### config.mk
export PLATFORM = sky130hd
export DESIGN_NAME = row_addr_gen
export DESIGN_NICKNAME = d
export VERILOG_FILES = /design/src/rtl/rag_pkg.sv /design/src/rtl/rag_regs.sv /design/src/rtl/rag_line_seq.sv /design/src/rtl/rag_addr_gen.sv /design/src/rtl/row_addr_gen.sv
export SDC_FILE = /design/constraint.sdc
export NUM_CORES = 1
export LEC_CHECK = 0
export CORE_AREA = 8 8 140 142
export DETAILED_ROUTE_END_ITERATION = 16
export DIE_AREA = 0 0 148 150
export PLACE_DENSITY_LB_ADDON = 0.25
export SLEW_MARGIN = 10
export SYNTH_ARGS = -nofsm -noshare
export SYNTH_HDL_FRONTEND = slang
export SYNTH_SLANG_ARGS = --single-unit
### constraint.sdc
create_clock -name clk -period 3 [get_ports clk]
set_input_delay 0.3 -clock clk [delete_from_list [all_inputs] [get_ports clk]]
set_output_delay 0.3 -clock clk [all_outputs]
set_load 0.05 [all_outputs]
### src/rtl/rag_pkg.sv
package rag_pkg;
   localparam logic [7:0] IX_OVFL = 8'h07;
   localparam logic [7:0] IX_SCAN = 8'h09;
   localparam logic [7:0] IX_STH  = 8'h0C;
   localparam logic [7:0] IX_STL  = 8'h0D;
   localparam logic [7:0] IX_PITCH = 8'h13;
   localparam logic [7:0] IX_LCMP = 8'h18;

   localparam int CMP_W = 10;
   localparam int ROW_W = 5;

   // working copy captured at frame start
   typedef struct packed {
      logic              dbl;
      logic [CMP_W-1:0]  lcmp;
      logic [ROW_W-1:0]  max_row;
      logic [7:0]        pitch;
   } act_cfg_t;
endpackage

### src/rtl/rag_regs.sv
module rag_regs
   import rag_pkg::*;
(
   input  logic              clk,
   input  logic              rst_n,
   input  logic              frame_start,
   input  logic              idx_wr,
   input  logic              dat_wr,
   input  logic [7:0]        wr_data,
   output logic [7:0]        rd_data,
   output logic [15:0]       stg_start,
   output logic [CMP_W-1:0]  stg_lcmp,
   output act_cfg_t          act
);
   logic [7:0] idx_q, ovfl_q, scan_q, sth_q, stl_q, pitch_q, lcmp_q;
   act_cfg_t   stg;

   always_ff @(posedge clk) begin
      if (!rst_n) begin
         idx_q   <= '0;
         ovfl_q  <= '0;
         scan_q  <= '0;
         sth_q   <= '0;
         stl_q   <= '0;
         pitch_q <= '0;
         lcmp_q  <= '0;
      end else begin
         if (idx_wr) idx_q <= wr_data;
         if (dat_wr) begin
            unique case (idx_q)
               IX_OVFL:  ovfl_q  <= wr_data;
               IX_SCAN:  scan_q  <= wr_data;
               IX_STH:   sth_q   <= wr_data;
               IX_STL:   stl_q   <= wr_data;
               IX_PITCH: pitch_q <= wr_data;
               IX_LCMP:  lcmp_q  <= wr_data;
               default: ;
            endcase
         end
      end
   end

   always_comb begin
      unique case (idx_q)
         IX_OVFL:  rd_data = ovfl_q;
         IX_SCAN:  rd_data = scan_q;
         IX_STH:   rd_data = sth_q;
         IX_STL:   rd_data = stl_q;
         IX_PITCH: rd_data = pitch_q;
         IX_LCMP:  rd_data = lcmp_q;
         default:  rd_data = 8'h00;
      endcase
   end

   always_comb begin
      stg.dbl     = scan_q[7];
      stg.lcmp    = {scan_q[6], ovfl_q[4], lcmp_q};
      stg.max_row = scan_q[ROW_W-1:0];
      stg.pitch   = pitch_q;
   end

   assign stg_start = {sth_q, stl_q};
   assign stg_lcmp  = stg.lcmp;

   always_ff @(posedge clk) begin
      if (!rst_n)           act <= '0;
      else if (frame_start) act <= stg;
   end


   hold_cfg_chk: assert property (@(posedge clk) disable iff (!rst_n)
      !frame_start |=> $stable(act));
endmodule

### src/rtl/rag_line_seq.sv
module rag_line_seq
   import rag_pkg::*;
#(
   parameter int LW = 10
)(
   input  logic              clk,
   input  logic              rst_n,
   input  logic              frame_start,
   input  logic              line_end,
   input  logic              dbl,
   input  logic [CMP_W-1:0]  lcmp,
   input  logic [ROW_W-1:0]  max_row,
   output logic [LW-1:0]     vline,
   output logic [ROW_W-1:0]  row_scan,
   output logic              split_hit,
   output logic              row_adv
);
   logic [LW-1:0] vnext;
   logic          phase_q, hold, step, adv_line;

   assign adv_line  = line_end & ~frame_start;
   assign vnext     = vline + 1'b1;
   assign split_hit = adv_line & (vnext == LW'(lcmp));
   assign hold      = dbl & ~phase_q;
   assign step      = adv_line & ~split_hit & ~hold;
   assign row_adv   = step & (row_scan == max_row);

   always_ff @(posedge clk) begin
      if (!rst_n) begin
         vline    <= '0;
         row_scan <= '0;
         phase_q  <= 1'b0;
      end else if (frame_start) begin
         vline    <= '0;
         row_scan <= '0;
         phase_q  <= 1'b0;
      end else if (line_end) begin
         vline <= vnext;
         if (split_hit) begin
            row_scan <= '0;
            phase_q  <= 1'b0;
         end else begin
            phase_q <= ~phase_q;
            if (step) row_scan <= row_adv ? '0 : row_scan + 1'b1;
         end
      end
   end


   frame_clr_chk: assert property (@(posedge clk) disable iff (!rst_n)
      frame_start |=> (vline == '0) && (row_scan == '0));

   vline_inc_chk: assert property (@(posedge clk) disable iff (!rst_n)
      adv_line |=> vline == LW'($past(vline) + 1'b1));

   row_bound_chk: assert property (@(posedge clk) disable iff (!rst_n)
      row_scan <= max_row);

   dbl_hold_chk: assert property (@(posedge clk) disable iff (!rst_n)
      (dbl && adv_line && !split_hit && !phase_q) |=> $stable(row_scan));
endmodule

### src/rtl/rag_addr_gen.sv
module rag_addr_gen
   import rag_pkg::*;
#(
   parameter int AW = 16
)(
   input  logic              clk,
   input  logic              rst_n,
   input  logic              frame_start,
   input  logic              split_hit,
   input  logic              row_adv,
   input  logic [15:0]       stg_start,
   input  logic [CMP_W-1:0]  stg_lcmp,
   input  logic [7:0]        pitch,
   output logic [AW-1:0]     line_addr
);
   localparam int PW = 9;
   logic [AW-1:0] step_bytes;

   assign step_bytes = AW'({pitch, 1'b0});

   always_ff @(posedge clk) begin
      if (!rst_n)             line_addr <= '0;
      else if (frame_start)   line_addr <= (stg_lcmp == '0) ? '0 : AW'(stg_start);
      else if (split_hit)     line_addr <= '0;
      else if (row_adv)       line_addr <= line_addr + step_bytes;
   end


   split_zero_chk: assert property (@(posedge clk) disable iff (!rst_n)
      (split_hit && !frame_start) |=> line_addr == '0);

   addr_hold_chk: assert property (@(posedge clk) disable iff (!rst_n)
      (!frame_start && !split_hit && !row_adv) |=> $stable(line_addr));

   initial begin
      if (AW < PW) $error("address width too narrow for row pitch");
   end
endmodule

### src/rtl/row_addr_gen.sv
module row_addr_gen
   import rag_pkg::*;
#(
   parameter int AW = 16,
   parameter int LW = 10
)(
   input  logic          clk,
   input  logic          rst_n,
   input  logic          frame_start,
   input  logic          line_end,
   input  logic          idx_wr,
   input  logic          dat_wr,
   input  logic [7:0]    wr_data,
   output logic [7:0]    rd_data,
   output logic [AW-1:0] line_addr,
   output logic [4:0]    row_scan,
   output logic [LW-1:0] vline
);
   generate
      if (AW < 16) begin : g_bad_aw
         $error("AW must hold the 16-bit start address");
      end
      if (LW < CMP_W) begin : g_bad_lw
         $error("LW must hold the 10-bit compare value");
      end
   endgenerate

   logic [15:0]      stg_start;
   logic [CMP_W-1:0] stg_lcmp;
   act_cfg_t         act;
   logic             split_hit, row_adv;

   rag_regs u_regs (
      .clk(clk), .rst_n(rst_n), .frame_start(frame_start),
      .idx_wr(idx_wr), .dat_wr(dat_wr), .wr_data(wr_data), .rd_data(rd_data),
      .stg_start(stg_start), .stg_lcmp(stg_lcmp), .act(act)
   );

   rag_line_seq #(.LW(LW)) u_seq (
      .clk(clk), .rst_n(rst_n), .frame_start(frame_start), .line_end(line_end),
      .dbl(act.dbl), .lcmp(act.lcmp), .max_row(act.max_row),
      .vline(vline), .row_scan(row_scan), .split_hit(split_hit), .row_adv(row_adv)
   );

   rag_addr_gen #(.AW(AW)) u_addr (
      .clk(clk), .rst_n(rst_n), .frame_start(frame_start),
      .split_hit(split_hit), .row_adv(row_adv),
      .stg_start(stg_start), .stg_lcmp(stg_lcmp), .pitch(act.pitch),
      .line_addr(line_addr)
   );
endmodule

==> metrics.txt, run 1 <==
DR vias 4922; Synth top area share 40.1%; post-route ant nets 0; Synth area leader dfxtp_1; most frequent cells after synthesis dfxtp_1 (112), nor2_1 (80), nand2_1 (68); wire per inst 17.5 um; switching power 0.000808 W; switching portion of total power 27.0%; final-report hold violation count 0; vias in the first global route 4673; Gate power share 8.9%; Post-DP HPWL 11700 um; worst hold slack 0.376 ns; count leader, synth dfxtp_1; fmax 0.362 GHz; ratio of cells with drive above 1 in the final layout 8.97%; critical path class flip-flop to flip-flop; Reg2Reg Launch Point u_seq.vline[1]$_SDFFE_PP0P_; clk buf depth 2; Die Span X 148 um; Max IR drop VDD 268 uV; Required @ worst endpoint 3.25 ns; Worst Clk Skew 0.0109 ns; Max-Cap Viols 0; Relative slew margins 56.0%; clock sink count 112; RSZ-0062 raised after global routing no; # rows 49; worst skew pair latency 0.36 ns; Distinct cells, synth 59; Final Setup Violations 0; Layout fillers 1803; Critical Path Start u_seq.vline[1]$_SDFFE_PP0P_; Syn Inst Count 644; drt first pass iters 5; DR DRC count 0; Ys Warns 0; Final period util 92.1%; Pwr per Cell Area 445 nW/um^2; Worst-Margin Slew 0.658 ns; critical path data arrival time 3.02 ns; Most used DFF post-synth dfxtp_1; cts bufs inserted 9; Mapped Nets 669; worst-path maximum fanout 8; synthesis-to-layout area growth 20.3%; worst min-delay path category primary input to flip-flop; nets 711; synth top area cells dfxtp_1 (40%), mux2i_1 (8.8%), nor2_1 (5.4%); Cell Area, Synth 5600 sq um; part of the power in the clock network 40.2%; RD Place Congestion 0.824; # Post-CTS Setup Buffers 0; I/O pins 53; Post-synth EDFFs 0; CTS root buffer clkbuf_16; core area 17500 sq um; crit end category flip-flop; Post-CTS Hold Buffers 0; die area 22200 sq um; setup TNS 0 ns; Final Non-Filler Cells 920; # diodes 0; Seq/Total Area, Yosys 40.1%; violation count after the first detailed-route iteration 417; Routed WL 16100 um; remaining global-route overflow 0; initial core utilization 31.9%; GRT Overall Usage 14.6%; PortBufs 52; initial antenna violation count 0; total power 0.00300 W; status completed; async set or reset register ratio after synthesis 0%; Worst setup SP type flip-flop; vias per cell 5.35; Max Slew Vio Count 0; leakage 2.53 nW; Power Internal 0.00219 W; Hold Path Origin frame_start; Seq pwr share 50.9%; cell count after placement 904; H-tree levels 3; largest net degree at the start of global routing 84; fin crit period 2.76 ns; post-synthesis register bit count 112; Die Height 150 um; CTS tree done; Syn Area/Cell 8.69 sq um; CTS clk-pin slew, worst paths 0.08 ns; global-route wire length before repair 25900 um
==> power by group through the flow <==
stage / Sequential (W) / Combinational [W] / Clock (W)
detailed placement: 0.00156 / 0.000265 / 0
global placement: 0.00156 / 0.000263 / 0
finish: 0.00153 / 0.000266 / 0.00121
floorplan: 0.00159 / 0.000141 / 0
CTS: 0.00153 / 0.000266 / 0.00124
global route: 0.00153 / 0.000285 / 0.00130
==> stage by stage <==
step	util [%]	setup WS, ns	area (sq um)
6_report	38.4	0.237	6730
5_1_grt	38.4	0.0491	6730
4_1_cts	38.4	0.160	6730
3_5_place_dp	36.7	0.194	6430
3_3_place_gp	36.7	0.290	6430
2_1_floorplan	-	0.105	5600
==> worst max-delay path, stage by stage (launching register included) <==
cell       delay [ns]
dfxtp_1          0.43
ha_1             0.35
xor2_1           0.20
xnor2_1          0.13
nand4_1          0.20
nor4_4           0.50
a31o_2           0.38
o21ai_2          0.10
a2111oi_2        0.35
==> cells in the final DEF, fill, tap and decap left out, types with 9 or more instances in the layout <==
master,count
xor2_1,20
xnor2_1,15
mux2i_1,49
nand3_1,48
a21oi_1,53
buf_4,12
clkdlybuf4s50_1,43
o21ai_0,9
nand2_1,68
nor3_1,12
buf_12,9
nor2_1,80
dfxtp_1,112
clkbuf_16,9
ha_1,10
==> routing by layer <==
metal	track usage, %	vias to the layer above	wire length [um]
met5	0	-	0
met4	5.97	0	327
met3	2.48	22	579
met2	22.8	126	7140
met1	19.7	2367	8050
li1	-	2407	-
==> logic make-up (layout without fill, tap and decap cells) <==
family,after synthesis,in the layout,share of synthesized area [%]
AND/OR/NAND/NOR,255,255,21.6
buffers and inverters,42,89,3.29
flip-flops,112,112,40.1
adder cells (fa/ha/maj),11,11,2.59
AO/OA/AOI/OAI,132,132,16.6
XOR/XNOR,35,35,5.48
multiplexers,57,57,10.4
==> final cells by class <==
| class | count | area (sq um) | share of cell area, % |
|---|---|---|---|
| flip-flops and latches | 112 | 2240 | 33.3 |
| inverters | 8 | 30.0 | 0.446 |
| clock inverters | 7 | 66.3 | 0.985 |
| clock buffers | 9 | 225 | 3.34 |
| multi-input cells | 490 | 3180 | 47.2 |
| well taps | 229 | 287 | 4.25 |
| repair buffers | 65 | 706 | 10.5 |
==> state kept, by name, indices dropped and copies added (netlist names) <==
| register | cells |
|---|---|
| u_seq.phase_q | 1 |
| u_seq.row_scan | 5 |
| u_regs.sth_q | 8 |
| u_regs.lcmp_q | 8 |
| u_seq.vline | 10 |
| u_regs.act | 24 |
| u_regs.scan_q | 8 |
| u_regs.ovfl_q | 8 |
| u_addr.line_addr | 16 |
| u_regs.pitch_q | 8 |
| u_regs.idx_q | 8 |
| u_regs.stl_q | 8 |
==> path summary, 6_finish.rpt <==
path	endpoint	slack (ns)	depth (start not counted)
worst max-delay path	u_addr.line_addr[10]$_SDFFE_PN0P_	0.24	8
worst max register to register	u_addr.line_addr[10]$_SDFFE_PN0P_	0.24	8
worst min register to register	u_regs.ovfl_q[6]$_SDFFE_PN0P_	0.46	2
worst min-delay path	u_seq.row_scan[2]$_SDFFE_PP0P_	0.38	4
==> what timing repair did <==
item | CTS | global route
endpoints found under the hold margin | 0 | 0
resized for setup | 0 | 1
setup endpoints to repair | 0 | 5
Power figures use the tool's default switching activity.
==> run 2, diff against run 1 <==
Clock period 3 ns to 3.43 ns, I/O delays scaled along.
==> metrics.txt, run 2 (same netlist as run 1, synthesis figures left out) <==
largest net degree at the start of global routing 84; Max Slew Vio Count 0; worst min-delay path category flip-flop to flip-flop; top flop regs u_regs.act: 24 flops, u_addr.line_addr: 16 flops, u_seq.vline: 10 flops; core area 17500 sq um; critical path data arrival time 2.74 ns; max FFs per register 24; worst skew pair latency 0.36 ns; vias in the first global route 4710; vias per cell 5.38; RD Place Congestion 0.878; leakage 2.47 nW; # rows 49; ratio of cells with drive above 1 in the final layout 7.41%; Worst Clk Skew 0.0165 ns; cell count after placement 901; crit end category output pin; # diodes 0; Final Non-Filler Cells 917; final-report hold violation count 0; switching portion of total power 26.0%; worst-path maximum fanout 9; Worst setup SP type flip-flop; DR DRC count 0; clock sink count 112; I/O pins 53; Seq pwr share 50.0%; Max-Cap Viols 0; clk buf depth 2; commonest non-fill, non-tap cell in the layout dfxtp_1; Die Height 150 um; cts bufs inserted 9; Final Setup Violations 0; Hold Path Origin u_regs.ovfl_q[0]$_SDFFE_PN0P_; Max IR drop VDD 239 uV; CTS tree done; setup TNS 0 ns; part of the power in the clock network 41.5%; CTS clk-pin slew, worst paths 0.09 ns; critical path class flip-flop to output pin; Routed WL 16800 um; R2R depth 8; Critical R2R Capture u_addr.line_addr[3]$_SDFFE_PN0P_; switching power 0.000695 W; Reg2Reg Launch Point u_seq.vline[0]$_SDFFE_PP0P_; Power Internal 0.00198 W; die area 22200 sq um; CTS root buffer clkbuf_16; drt first pass iters 6; Relative slew margins 42.3%; nets 708; fin crit period 3.09 ns; wire per inst 18.4 um; initial antenna violation count 0; fmax 0.324 GHz; synthesis-to-layout area growth 18.5%; Largest Register u_regs.act; H-tree levels 3; global-route wire length before repair 26600 um; Die Span X 148 um; status completed; Post-DP HPWL 12400 um; reg2reg setup slack 0.52 ns; remaining global-route overflow 0; PortBufs 52; Critical Path Start u_regs.idx_q[3]$_SDFFE_PN0P_; violation count after the first detailed-route iteration 443; Gate power share 8.4%; Required @ worst endpoint 3.09 ns; post-CTS sizing 0; RSZ-0062 raised after global routing no; Worst-Margin Slew 0.865 ns; Final period util 90.0%; Pwr per Cell Area 403 nW/um^2; GRT Overall Usage 15.3%; crit path to rd_data[3]; Post-CTS Hold Buffers 0; DR vias 4934; # Post-CTS Setup Buffers 0; post-route ant nets 0; initial core utilization 31.9%; most frequent cells in the layout dfxtp_1 (112), nor2_1 (80), nand2_1 (68), a21oi_1 (53), clkdlybuf4s50_1 (51)
[run 2: power by group through the flow]
stage | combinational [W] | clock (W) | sequential [W]
finish | 0.000225 | 0.00111 | 0.00134
global placement | 0.000222 | 0 | 0.00137
global route | 0.000242 | 0.00119 | 0.00134
floorplan | 0.000123 | 0 | 0.00139
CTS | 0.000226 | 0.00114 | 0.00134
detailed placement | 0.000225 | 0 | 0.00137
[run 2: worst min path at each step]
stage | to | cells after the start
floorplan | u_regs.ovfl_q[0]$_SDFFE_PN0P_ | 2
global placement | u_regs.ovfl_q[5]$_SDFFE_PN0P_ | 2
detailed placement | u_regs.ovfl_q[6]$_SDFFE_PN0P_ | 2
CTS | u_regs.ovfl_q[6]$_SDFFE_PN0P_ | 2
global route | u_regs.ovfl_q[6]$_SDFFE_PN0P_ | 2
finish | u_regs.ovfl_q[0]$_SDFFE_PN0P_ | 2
[run 2: layer usage]
metal  vias to the layer above  GRT usage [%]  share of wire [%]
met3                        30           2.48                5.7
met4                         0           6.12                2.6
met1                      2325           20.7                 48
met5                         -              0                  0
met2                       169           23.8                 44
li1                       2410              -                  -
[run 2: area by class of cell]
type	instances	area, sq um
fill	1818	10900
multi-input combinational	490	3170
sequential	112	2240
timing repair buffer	62	591
tap	229	287
clock buffer	9	225
clock inverter	7	87.6
inverter	8	30.0
[run 2: worst max-delay path, stage by stage, from the launching register on]
cell	delay, ns
dfxtp_1	0.36
or3b_2	0.46
nor2_1	0.44
a222oi_1	0.21
nand2_1	0.10
clkdlybuf4s50_1	0.82
[run 2: stage by stage]
stage | utilization (%) | setup WS [ns] | cell area, sq um | power [W] | hold slack [ns]
after floorplan | - | 0.535 | 5600 | 0.00151 | 0.436
after global placement | 36.0 | 0.653 | 6320 | 0.00159 | 0.444
after detailed placement | 36.0 | 0.547 | 6320 | 0.00159 | 0.458
after CTS | 37.8 | 0.346 | 6630 | 0.00270 | 0.469
after global routing | 37.8 | 0.147 | 6630 | 0.00277 | 0.481
final | 37.8 | 0.342 | 6630 | 0.00267 | 0.470
